==> src/rtl/rc_pkg.sv <==
// Shared types for the response collector.
package rc_pkg;
    typedef enum logic [1:0] {
        RC_IDLE = 2'd0,
        RC_SCAN = 2'd1,
        RC_DONE = 2'd2
    } rc_state_e;
endpackage

==> src/rtl/rc_chan_mux.sv <==
// Channel selector: picks the indexed channel's flag and word and decodes
// the acknowledge strobe. Assumes idx < NUM_CH while serve_en can be high.
module rc_chan_mux #(
    parameter int NUM_CH = 9,
    parameter int DATA_W = 32,
    parameter int IDX_W  = 4
) (
    input  logic                     clk,
    input  logic                     rst_n,
    input  logic [IDX_W-1:0]         idx,
    input  logic                     scan_active,
    input  logic                     fifo_full,
    input  logic [NUM_CH-1:0]        avail,
    input  logic [NUM_CH*DATA_W-1:0] data,
    output logic                     serve,
    output logic [DATA_W-1:0]        sel_data,
    output logic [NUM_CH-1:0]        ack
);
    logic [NUM_CH-1:0] hit;

    // Per-channel index match and acknowledge.
    for (genvar c = 0; c < NUM_CH; c++) begin : g_ch
        assign hit[c] = (idx == IDX_W'(c));
        assign ack[c] = hit[c] & avail[c] & scan_active & ~fifo_full;
    end

    assign serve = |ack;

    // Word of the served channel, zero when nothing is served.
    always_comb begin
        sel_data = '0;
        for (int c = 0; c < NUM_CH; c++) begin
            if (ack[c]) sel_data = data[c*DATA_W +: DATA_W];
        end
    end

    assert_ack_onehot_R4: assert property (@(posedge clk) disable iff (!rst_n)
        $onehot0(ack));
endmodule

==> src/rtl/rc_scan_fsm.sv <==
// Scan sequencer: starts a scan on trigger or flag change, walks the
// channel index upward, stays while serving, closes with one DONE cycle,
// and replays one scan for triggers seen mid-scan.
module rc_scan_fsm
    import rc_pkg::*;
#(
    parameter int NUM_CH = 9,
    parameter int IDX_W  = 4
) (
    input  logic              clk,
    input  logic              rst_n,
    input  logic              trig,
    input  logic [NUM_CH-1:0] avail,
    input  logic              serve,
    output rc_state_e         state,
    output logic [IDX_W-1:0]  idx
);
    localparam logic [IDX_W-1:0] LAST = IDX_W'(NUM_CH - 1);

    rc_state_e         st_q;
    logic [IDX_W-1:0]  idx_q;
    logic [NUM_CH-1:0] prev_q;
    logic              rerun_q;

    // Track flags every cycle so changes during a scan are absorbed.
    always_ff @(posedge clk) begin
        if (!rst_n) prev_q <= '0;
        else        prev_q <= avail;
    end

    // State, channel index and latched re-scan request.
    always_ff @(posedge clk) begin
        if (!rst_n) begin
            st_q    <= RC_IDLE;
            idx_q   <= '0;
            rerun_q <= 1'b0;
        end else begin
            case (st_q)
                RC_IDLE: begin
                    if (trig || (avail != prev_q)) begin
                        st_q  <= RC_SCAN;
                        idx_q <= '0;
                    end
                end
                RC_SCAN: begin
                    if (trig) rerun_q <= 1'b1;
                    if (!serve) begin
                        if (idx_q == LAST) st_q  <= RC_DONE;
                        else               idx_q <= idx_q + 1'b1;
                    end
                end
                default: begin
                    idx_q   <= '0;
                    rerun_q <= 1'b0;
                    st_q    <= (rerun_q || trig) ? RC_SCAN : RC_IDLE;
                end
            endcase
        end
    end

    assign state = st_q;
    assign idx   = idx_q;

    assert_scan_from_zero_R3: assert property (@(posedge clk) disable iff (!rst_n)
        (st_q != RC_SCAN) |=> (st_q != RC_SCAN || idx_q == '0));
    assert_stay_while_serving_R3: assert property (@(posedge clk) disable iff (!rst_n)
        serve |=> (st_q == RC_SCAN && $stable(idx_q)));
endmodule

==> src/rtl/rc_irq_state.sv <==
// Interrupt and error state: refreshes pending at the closing cycle of a
// scan and flags a pushed invalid word one cycle later.
module rc_irq_state #(
    parameter int              DATA_W       = 32,
    parameter logic [DATA_W-1:0] INVALID_WORD = '1
) (
    input  logic              clk,
    input  logic              rst_n,
    input  logic              scan_close,
    input  logic              fifo_empty,
    input  logic              irq_en,
    input  logic              push,
    input  logic [DATA_W-1:0] push_data,
    output logic              pend,
    output logic              irq,
    output logic              err
);
    logic pend_q;
    logic err_q;

    // Pending follows FIFO occupancy, sampled at scan close.
    always_ff @(posedge clk) begin
        if (!rst_n)          pend_q <= 1'b0;
        else if (scan_close) pend_q <= ~fifo_empty;
    end

    // One-cycle strobe for an invalid word pushed.
    always_ff @(posedge clk) begin
        if (!rst_n) err_q <= 1'b0;
        else        err_q <= push && (push_data == INVALID_WORD);
    end

    assign pend = pend_q;
    assign irq  = pend_q & irq_en;
    assign err  = err_q;

    assert_pend_refresh_R9: assert property (@(posedge clk) disable iff (!rst_n)
        scan_close |=> (pend_q == !$past(fifo_empty)));
endmodule

==> src/rtl/resp_collector.sv <==
// Response collector top: moves words from NUM_CH channels into an inbound
// FIFO, one per clock, in ascending channel order. Assumes NUM_CH <= 16 and
// that a channel updates its flag and word the cycle after an acknowledge.
module resp_collector
    import rc_pkg::*;
#(
    parameter int                NUM_CH       = 9,
    parameter int                DATA_W       = 32,
    parameter int                ADDR_SHIFT   = 4,
    parameter logic [DATA_W-1:0] INVALID_WORD = '1
) (
    input  logic                       clk,
    input  logic                       rst_n,
    input  logic                       trig_i,
    input  logic [NUM_CH-1:0]          chan_avail_i,
    input  logic [NUM_CH*DATA_W-1:0]   chan_data_i,
    output logic [NUM_CH-1:0]          chan_ack_o,
    output logic [4+ADDR_SHIFT-1:0]    fetch_addr_o,
    output logic                       fifo_push_o,
    output logic [DATA_W-1:0]          fifo_data_o,
    input  logic                       fifo_full_i,
    input  logic                       fifo_empty_i,
    input  logic                       irq_en_i,
    output logic                       irq_pend_o,
    output logic                       irq_o,
    output logic                       proto_err_o,
    output logic                       busy_o
);
    localparam int IDX_W  = 4;
    localparam int ADDR_W = IDX_W + ADDR_SHIFT;

    rc_state_e        state;
    logic [IDX_W-1:0] idx;
    logic             serve;

    rc_scan_fsm #(.NUM_CH(NUM_CH), .IDX_W(IDX_W)) u_fsm (
        .clk   (clk),
        .rst_n (rst_n),
        .trig  (trig_i),
        .avail (chan_avail_i),
        .serve (serve),
        .state (state),
        .idx   (idx)
    );

    rc_chan_mux #(.NUM_CH(NUM_CH), .DATA_W(DATA_W), .IDX_W(IDX_W)) u_mux (
        .clk         (clk),
        .rst_n       (rst_n),
        .idx         (idx),
        .scan_active (state == RC_SCAN),
        .fifo_full   (fifo_full_i),
        .avail       (chan_avail_i),
        .data        (chan_data_i),
        .serve       (serve),
        .sel_data    (fifo_data_o),
        .ack         (chan_ack_o)
    );

    rc_irq_state #(.DATA_W(DATA_W), .INVALID_WORD(INVALID_WORD)) u_irq (
        .clk        (clk),
        .rst_n      (rst_n),
        .scan_close (state == RC_DONE),
        .fifo_empty (fifo_empty_i),
        .irq_en     (irq_en_i),
        .push       (serve),
        .push_data  (fifo_data_o),
        .pend       (irq_pend_o),
        .irq        (irq_o),
        .err        (proto_err_o)
    );

    assign fifo_push_o  = serve;
    assign busy_o       = (state != RC_IDLE);
    assign fetch_addr_o = (state == RC_SCAN) ? (ADDR_W'(idx) << ADDR_SHIFT) : '0;

    assert_no_push_when_full_R5: assert property (@(posedge clk) disable iff (!rst_n)
        fifo_push_o |-> !fifo_full_i);
    assert_err_after_push_R10: assert property (@(posedge clk) disable iff (!rst_n)
        proto_err_o |-> $past(fifo_push_o));
endmodule

==> config.mk <==
export PLATFORM = sky130hd
export DESIGN_NAME = resp_collector
export DESIGN_NICKNAME = d
export VERILOG_FILES = /design/src/rtl/rc_pkg.sv /design/src/rtl/rc_chan_mux.sv /design/src/rtl/rc_scan_fsm.sv /design/src/rtl/rc_irq_state.sv /design/src/rtl/resp_collector.sv
export SDC_FILE = /design/constraint.sdc
export NUM_CORES = 1
export LEC_CHECK = 0
export BUFFER_PORTS_ARGS = -buffer_cell sky130_fd_sc_hd__buf_2
export CELL_PAD_IN_SITES_DETAIL_PLACEMENT = 1
export CELL_PAD_IN_SITES_GLOBAL_PLACEMENT = 1
export CORE_AREA = 3 3 139 141
export DETAILED_ROUTE_END_ITERATION = 10
export DIE_AREA = 0 0 142 144
export GPL_TIMING_DRIVEN = 1
export PLACE_DENSITY = 0.76
export SLEW_MARGIN = 30
export SYNTH_ARGS = -nofsm -noshare
export SYNTH_HDL_FRONTEND = slang
export SYNTH_HIERARCHICAL = 1
export SYNTH_SLANG_ARGS = --single-unit
export TNS_END_PERCENT = 1
==> constraint.sdc <==
create_clock -name clk -period 3.19 [get_ports clk]
set_input_delay 0.1595 -clock clk [delete_from_list [all_inputs] [get_ports clk]]
set_output_delay 0.1595 -clock clk [all_outputs]
set_load 0.1 [all_outputs]
; Word level (Yosys, flattened, before mapping)
; Index checks and enable logic that the tools add are counted.
[totals]
register_bits = 18
in_bits = 303
out_inout_bits = 54
[classes]
n_addsub = 1
eq_ne = 17
n_mux = 21
bitwise = 31
n_reduce_logical = 10
[op_table]
columns = cell, n
row1 = 2-to-1 mux 32 bit, 9
row2 = "equality test 32 bit, second input constant", 1
row3 = bitwise AND 1 bit, 28
row4 = "equality test 4 x 3 -> 1 bit, second input constant", 4
row5 = 2-to-1 mux 4 bit, 3
row6 = != test 9 bit, 1
row7 = OR reduction 9 bit, 1
row8 = "equality test 4 x 2 -> 1 bit, second input constant", 2
row9 = 2-to-1 mux 8 bit, 1
row10 = "!= test 2 bit, second input constant", 4
row11 = one-hot mux 4 bit (2 select lines), 1
row12 = 2-to-1 mux 2 bit, 3
row13 = AND reduction 3 bit, 2
row14 = "adder 4 x 1 -> 4 bit, second input constant", 1
row15 = "equality test 4 x 1 -> 1 bit, second input constant", 1
row16 = "equality test 4 bit, second input constant", 1
row17 = logical NOT 4 bit, 1
row18 = one-hot mux 2 bit (2 select lines), 1
row19 = NOT 1 bit, 3
row20 = "equality test 2 x 1 -> 1 bit, second input constant", 1
row21 = "equality test 2 bit, second input constant", 1
row22 = logical NOT 2 bit, 1
row23 = logical OR 1 bit, 2
row24 = 2-to-1 mux 1 bit, 2
row25 = 5 further kinds, 5

; Depth between registers and ports, before layout
; Gate-level depths: netlist (run 1).
[depth]
word_depth = 15
depth_mapped = 10
ltp_nobuf = 9

; Modules after synthesis
; The synthesis (run 1) kept the hierarchy.
[by_module_without_submodules]
columns = mod, n_inst, cells_each, area_per_inst_um2
row1 = rc_chan_mux, 1, 386, 2329.7
row2 = rc_scan_fsm, 1, 75, 757.0
row3 = rc_irq_state, 1, 17, 140.1
row4 = resp_collector, 1, 12, 87.6

; Worst setup path before layout (run 1)
; Ideal clock, no wire load.
[synth_timing]
path_kind = reg2reg
startpoint = register u_fsm.st_q[0] (netlist: u_fsm/state[0])
endpoint = register u_irq.err_q (netlist: u_irq/err)
arrival_time_ns = 3.426
t_required_ns = 3.102
path_slack_ns = -0.324
stages_incl_launch_ff = 10
path_buffers = 1
path_cell_list = dfxtp_1 nor2b_1 nor3b_2 nand4_1 inv_1 buf_2 a211o_1 nand4_1 or4_1 nor4_2
[synth_via]
word_cells_on_any_way = 31
classes_between = eq/ne: 2 / mux: 9 / bitwise: 18 / reduce/logical: 2
[synth_rtl]
columns = item, line
row1 = start: declaration, rc_scan_fsm.sv:20  ; rc_state_e st_q;
row2 = start signal: assignment, rc_scan_fsm.sv:55  ; st_q <= (rerun_q || trig) ? RC_SCAN : RC_IDLE;
row3 = equality test 2 x 1 -> 1 bit, resp_collector.sv:50  ; .scan_active (state == RC_SCAN),
row4 = bitwise AND 1 bit (2 in a row), rc_chan_mux.sv:24  ; assign ack[c] = hit[c] & avail[c] & scan_active & ~fifo_full;
row5 = net chan_ack_o[4], resp_collector.sv:17  ; output logic [NUM_CH-1:0] chan_ack_o,
row6 = 2-to-1 mux 32 bit (5 in a row), rc_chan_mux.sv:33  ; if (ack[c]) sel_data = data[c*DATA_W +: DATA_W];
row7 = net fifo_data_o[25], resp_collector.sv:20  ; output logic [DATA_W-1:0] fifo_data_o,
row8 = equality test 32 bit, rc_irq_state.sv:30  ; else err_q <= push && (push_data == INVALID_WORD);
row9 = logical AND 1 bit, rc_irq_state.sv:30
row10 = end signal: assignment, rc_irq_state.sv:30
row11 = end: declaration, rc_irq_state.sv:19  ; logic err_q;
; The timed path passes the listed nets, and every way through them passes these cells.
; A chain may end at the register's enable or synchronous reset.

; Worst setup path in the final report (run 1)
[layout_timing]
startpoint = register u_fsm.st_q[0] (netlist: u_fsm/state[0])
endpoint = register u_irq.err_q (netlist: u_irq/err)
[layout_via]
elab_chain_len = 14
word_cells_on_any_way = 31
classes_between = eq/ne: 2 / mux: 9 / bitwise: 18 / reduce/logical: 2
[layout_rtl]
columns = item, line
row1 = equality test 2 x 1 -> 1 bit (*), resp_collector.sv:50
row2 = bitwise AND 1 bit (2 in a row), rc_chan_mux.sv:24
row3 = 2-to-1 mux 32 bit (9 in a row), rc_chan_mux.sv:33
row4 = equality test 32 bit, rc_irq_state.sv:30
row5 = logical AND 1 bit (*), rc_irq_state.sv:30
; Every way passes the cells marked *; elsewhere a longest branch is shown, timed or not.

==> results of run 1 <==
-- layout by cell type, fill, tap and decap left out, types with 5 or more instances in the layout --
master / n
o22ai_1: 31
and2_1: 11
buf_12: 39
buf_4: 27
and3b_1: 5
a211o_1: 11
and3_1: 6
inv_1: 9
dfxtp_1: 18
nand4_1: 42
nand3_1: 131
a22oi_1: 63
buf_2: 318
a211o_2: 18
nand2_1: 12
-- flip-flops by register name (all words and copies together) (netlist names) --
signal,count
u_fsm/state,2
u_fsm/prev_q,9
u_irq/pend,1
u_fsm/rerun_q,1
u_fsm/idx,4
u_irq/err,1
-- report_power, final --
group / internal [W] / switching (W) / total, W
combinational: 0.000292 / 0.000399 / 0.000691
sequential: 0.000234 / 0.00000974 / 0.000244
clock: 0.000165 / 0.0000872 / 0.000252
total: 0.000692 / 0.000496 / 0.00119
-- worst min-delay path by stage --
stage	start	endpoint	slack, ns
after floorplan	chan_avail_i[0]	u_fsm/prev_q[0]$_SDFF_PN0_	0.28
after global placement	fifo_empty_i	u_irq/pend$_SDFFE_PN0P_	0.42
after detailed placement	fifo_empty_i	u_irq/pend$_SDFFE_PN0P_	0.44
after CTS	fifo_empty_i	u_irq/pend$_SDFFE_PN0P_	0.16
after global routing	fifo_empty_i	u_irq/pend$_SDFFE_PN0P_	0.19
final	fifo_empty_i	u_irq/pend$_SDFFE_PN0P_	0.17
-- cell type report --
cell class                 count  area, µm²  area share (%)
clock buffer                   3       75.1            1.24
inverter                       9       33.8           0.558
sequential                    18        360            5.95
tap                          229        287            4.73
timing repair buffer         384       2570            42.5
antenna                        1       2.50          0.0413
multi-input combinational    403       2720            44.9
-- per-stage QoR --
stage          utilization, %  power, W  setup slack (ns)
2_1_floorplan               -  0.000573           0.00711
4_1_cts                  33.5   0.00119             0.211
5_1_grt                  33.5   0.00124           0.00390
3_5_place_dp             33.0  0.000941             0.271
3_3_place_gp             33.0  0.000935             0.388
6_report                 33.5   0.00119             0.261
-- worst min-delay path, cell delays in order --
cell	delay, ns
buf_2	0.08
nand2_1	0.04
o211a_1	0.09
-- routing by layer --
metal / vias to the layer above / track usage [%] / wire length (µm)
met2: 310 / 41.0 / 12800
met4: 8 / 5.76 / 468
met5: - / 0 / 61
met3: 42 / 3.90 / 1880
li1: 2603 / - / -
met1: 2756 / 28.4 / 10300
-- cell families after synthesis --
family | after synthesis | share of synthesized area, %
muxes | 2 | 0.604
buffers and inverters | 72 | 9.74
adders and majority gates | 2 | 0.755
AOI/OAI and AO/OA | 142 | 32.3
and+or+nand+nor | 244 | 43.0
xor gates and xnor gates | 9 | 2.60
DFF | 18 | 10.9
other | 1 | 0.113
==> results.txt, run 1 <==
status -> finished clean
setup slack, reg-to-reg -> 0.26 ns
fin crit period -> 2.93 ns
clock latency on the worst-skew pair -> 0.25 ns
number of stages on the worst setup path -> 9
post-synthesis sequential area ratio -> 10.9%
drc violations -> 0
clk sinks -> 18
vias -> 5719
WP buf/inv -> 1
layout cells sized above 1 -> 52.0%
Data required, critical path -> 3.35 ns
Hold Path Class -> in -> reg
WL per Instance -> 24.3 µm
Final setup viols -> 0
post-CTS setup buffers -> 0
CTS tree -> built
initial cell density of the core -> 18.3%
RSZ-0062 raised after global routing -> false
drt first pass iters -> 5
Syn Inst Count -> 490
largest net degree at the start of global routing -> 33
CP top delay family -> simple AND/OR/NAND/NOR gates
crit path capture type -> flip-flop
R2R depth -> 9
final instance area -> 0.00605 mm²
Worst-Margin Slew -> 0.630 ns
ys flop type -> dfxtp_1
# rows -> 49
Avg Inst Size Synth -> 6.76 µm²
CP max stage cell -> or4_1
GRT overflow -> 0
Placed Cells -> 1043
Chip Width -> 142 µm
number of fillers in the final layout -> 2313
Cell variety after synth -> 54
synth warn -> 6
Buffers on Ports -> 352
Slew Viols, Final -> 0
CP max FO -> 22
synth cell count leaders -> nand3_1, a22oi_1, nand4_1
max cap viols -> 0
ANT nets after route -> 0
top cell type by total area after synthesis -> nand3_1
Worst Setup Start Kind -> flip-flop
global-route wire length before repair -> 35.5 mm
vias per cell -> 5.46
die span in y -> 144 µm
fmax -> 341 MHz
CP endpoint -> u_irq/err$_SDFF_PN0_
full die area -> 0.0204 mm²
most frequent cell after synthesis -> nand3_1
setup TNS -> 0 ns
register bit total from synthesis -> 18
depth of the worst hold-timing path -> 3
critical path type -> reg -> reg
Post-CTS Hold Buffers -> 0
Post-DP HPWL -> 20.8 mm
clock skew -> 0.00314 ns
period utilisation layout -> 91.8%
worst path cell trace -> nor2b_1 -> or3b_1 -> or3b_2 -> buf_4 -> o221ai_1 -> a22o_2 -> nand4_1 -> or4_1 -> nor4_2
critical path's largest stage delay -> 0.55 ns
Hold Fails Final Rpt -> 0
Iteration-0 DRC Markers -> 360
initial antenna violation count -> 6
Layout area overhead -> 82.7%
core box area -> 0.0181 mm²
gr usage total -> 22.9%
Reg clk slew, reported paths -> 0.05 ns
Hold Slack -> 0.170 ns
synth top area cells -> nand3_1, a22oi_1, dfxtp_1
Synth top area share -> 19.8%
Cell Area, Placed -> 0.00598 mm²
Reg2Reg Launch Point -> u_fsm/state[0]$_SDFFE_PN0P_
r2r endpoint -> u_irq/err$_SDFF_PN0_
crit path launch -> u_fsm/state[0]$_SDFFE_PN0P_
H-tree depth -> 1
leak pwr -> 3.05 nW
global placer's final weighted congestion -> 0.918
EDFF count, synth -> 0
peak supply drop -> 0.158 mV
Slew Limit Headroom -> 57.7%
Non-Filler Instances -> 1047
IO Pins -> 357
CTS root buf -> clkbuf_16
PD cells -> 196 mW/mm²
fin nets -> 1124
CP arrival -> 3.09 ns
Total Wirelength -> 25.5 mm
CTS Buf Count -> 3
Max Root-Sink Buffers -> 2
Async SR Flop Fraction -> 0%
Netlist Area Pre-Place -> 0.00331 mm²
vias in the first global route -> 5772
post-CTS sizing -> 0
Power figures use the tool's default switching activity.
==> inputs of run 2 (changes only) <==
- CORE_AREA: 3 3 139 141 -> 3 3 138 140
- DIE_AREA: 0 0 142 144 -> 0 0 141 143
- PLACE_DENSITY: 0.76 -> 0.79
- SYNTH_HIERARCHICAL: 1 -> default
==> run 2 against run 1 <==
Global-route usage grew 4.9 points. Hold slack lost 0.014 ns. Clock power grew 3%. Utilization grew 3.2 points. Count of clock-buffer cells in the layout is the same. Clock skew grew 0.0080 ns. Total power grew 0.62%. Wire length grew 17%. Synthesized cell count grew 8.0%. Final area grew 8.7%. Area after synthesis grew 9.5%.
==> results.txt, run 2 <==
Post-DP HPWL -> 26.1 mm
drt first pass iters -> 5
max reg flops -> 9
most frequent CP cell -> buf_4
synth top area cells -> dfxtp_1, a221oi_1, a21oi_1
status -> finished clean
register bit total from synthesis -> 18
post-synthesis sequential area ratio -> 9.93%
global-route wire length before repair -> 41.9 mm
fmax -> 322 MHz
full die area -> 0.0202 mm²
Final setup viols -> 0
Synth top area share -> 9.93%
depth of the worst hold-timing path -> 2
Avg Inst Size Synth -> 6.86 µm²
vias -> 6225
WL per Instance -> 26.3 µm
synth cell count leaders -> nand2_1, a21oi_1, nor2_1
worst path cell trace -> buf_4 -> nand4bb_1 -> buf_4 -> nor2_1 -> a21oi_1 -> o31a_1 -> buf_2
Reg clk slew, reported paths -> 0.06 ns
commonest non-fill, non-tap cell in the layout -> buf_2
met2 usage -> 48.8%
Largest Register -> u_fsm.prev_q
RSZ-0062 raised after global routing -> true
vias in the first global route -> 6489
period utilisation layout -> 97.3%
Slew Limit Headroom -> 36.6%
r2r endpoint -> u_irq.err$_SDFF_PN0_
fin crit period -> 3.10 ns
Async SR Flop Fraction -> 0%
Buffers on Ports -> 352
top cell type by total area after synthesis -> dfxtp_1
setup slack, reg-to-reg -> 0.09 ns
CTS tree -> built
most frequent cell after synthesis -> nand2_1
Hold Path Class -> in -> reg
Cell variety after synth -> 78
Max Root-Sink Buffers -> 2
Total Wirelength -> 29.8 mm
met3 global-route usage -> 5.93%
clock skew -> 0.0111 ns
Worst-Margin Slew -> 0.948 ns
ys flop type -> dfxtp_1
crit path launch -> u_fsm.state[1]$_SDFFE_PN0P_
leak pwr -> 3.07 nW
clk sinks -> 18
initial cell density of the core -> 20.2%
drc violations -> 0
met1 GRT Util -> 34.5%
critical path type -> reg -> out
Iteration-0 DRC Markers -> 345
vias per cell -> 5.50
Hold Startpoint -> chan_avail_i[8]
global placer's final weighted congestion -> 0.922
Reg2Reg Launch Point -> u_fsm.idx[1]$_SDFFE_PN0P_
R2R depth -> 12
initial antenna violation count -> 9
synth warn -> 0
Worst Setup Start Kind -> flip-flop
peak supply drop -> 0.231 mV
setup TNS -> 0 ns
core box area -> 0.0180 mm²
# rows -> 49
ANT nets after route -> 0
most frequent cells in the layout -> buf_2, buf_4, nand2_1
fin nets -> 1205
Data required, critical path -> 3.03 ns
Syn Inst Count -> 529
GRT overflow -> 0
CTS root buf -> clkbuf_16
max cap viols -> 0
layout cells sized above 1 -> 51.9%
CP max FO -> 11
Hold Fails Final Rpt -> 0
Netlist Area Pre-Place -> 0.00363 mm²
IO Pins -> 357
PD cells -> 182 mW/mm²
CP max stage cell -> nor2_1
overall power -> 0.00120 W
Chip Width -> 141 µm
H-tree depth -> 1
Layout area overhead -> 81.4%
CTS Buf Count -> 3
CP endpoint -> fifo_data_o[8]
largest net degree at the start of global routing -> 32
GR peak layer -> met2
Hold Slack -> 0.156 ns
crit path capture type -> output port
EDFF count, synth -> 0
gr usage total -> 27.7%
Slew Viols, Final -> 0
CP arrival -> 2.94 ns
post-layout util -> 36.6%
die span in y -> 143 µm
critical path's largest stage delay -> 0.74 ns
clock latency on the worst-skew pair -> 0.26 ns
-- run 2: critical path: cells and delay by family (launching register included) --
| family | cells | cell delay, ns |
|---|---|---|
| buffers and inverters | 3 | 0.77 |
| DFF | 1 | 0.35 |
| AOI/OAI and AO/OA | 2 | 0.52 |
| and+or+nand+nor | 2 | 1.03 |
-- run 2: final cells by class --
| type | instances | area, µm² |
|---|---|---|
| multi-input combinational | 453 | 3140 |
| clock buffer | 3 | 75.1 |
| antenna | 7 | 17.5 |
| sequential | 18 | 362 |
| inverter | 7 | 31.3 |
| tap | 229 | 287 |
| fill | 2332 | 11400 |
| timing repair buffer | 415 | 2670 |
-- run 2: kinds of logic (layout without fill, tap and decap cells) --
| logic type | count (synthesis) | in the layout | synth area share, % |
|---|---|---|---|
| AO/OA/AOI/OAI | 246 | 246 | 48.7 |
| XOR/XNOR | 11 | 11 | 2.66 |
| adder cells (fa/ha/maj) | 4 | 4 | 1.38 |
| buffers and inverters | 61 | 425 | 8.76 |
| flip-flops | 18 | 18 | 9.93 |
| multiplexers | 1 | 1 | 0.276 |
| other | 1 | 11 | 0.103 |
| AND/OR/NAND/NOR | 187 | 187 | 28.2 |
-- run 2: power by group --
group | internal, W | total, W | switching, W
clock network | 0.000165 | 0.000259 | 0.0000941
registers | 0.000235 | 0.000243 | 0.00000836
logic | 0.000277 | 0.000692 | 0.000415
-- run 2: repair_timing --
item	CTS	global route
buffers inserted	3	2
gates resized for setup	0	9
endpoints found under the hold margin	0	0
hold buffers	0	0
pin swaps	1	0
setup endpoints to repair	1	13
-- run 2: per-stage QoR --
stage / cells / area (µm²) / setup WS (ns)
after floorplan: 532 / 3810 / -0.416
after global placement: 1117 / 6400 / 0.0488
after detailed placement: 1117 / 6400 / 0.00258
after CTS: 1123 / 6500 / 0.0824
after global routing: 1132 / 6580 / -0.0439
final: 1132 / 6580 / 0.0865
-- run 2: metal layers --
layer	part of all wire (%)	vias to the layer above
met5	0.074	-
met3	8.1	36
li1	-	2836
met1	40	3010
met2	49	339
met4	2.2	4
-- run 2: how the worst min path moves through the flow --
stage	to
floorplan	u_fsm.prev_q[0]$_SDFF_PN0_
global placement	u_fsm.prev_q[8]$_SDFF_PN0_
detailed placement	u_fsm.prev_q[8]$_SDFF_PN0_
CTS	u_fsm.prev_q[8]$_SDFF_PN0_
global route	u_fsm.prev_q[8]$_SDFF_PN0_
finish	u_fsm.prev_q[8]$_SDFF_PN0_
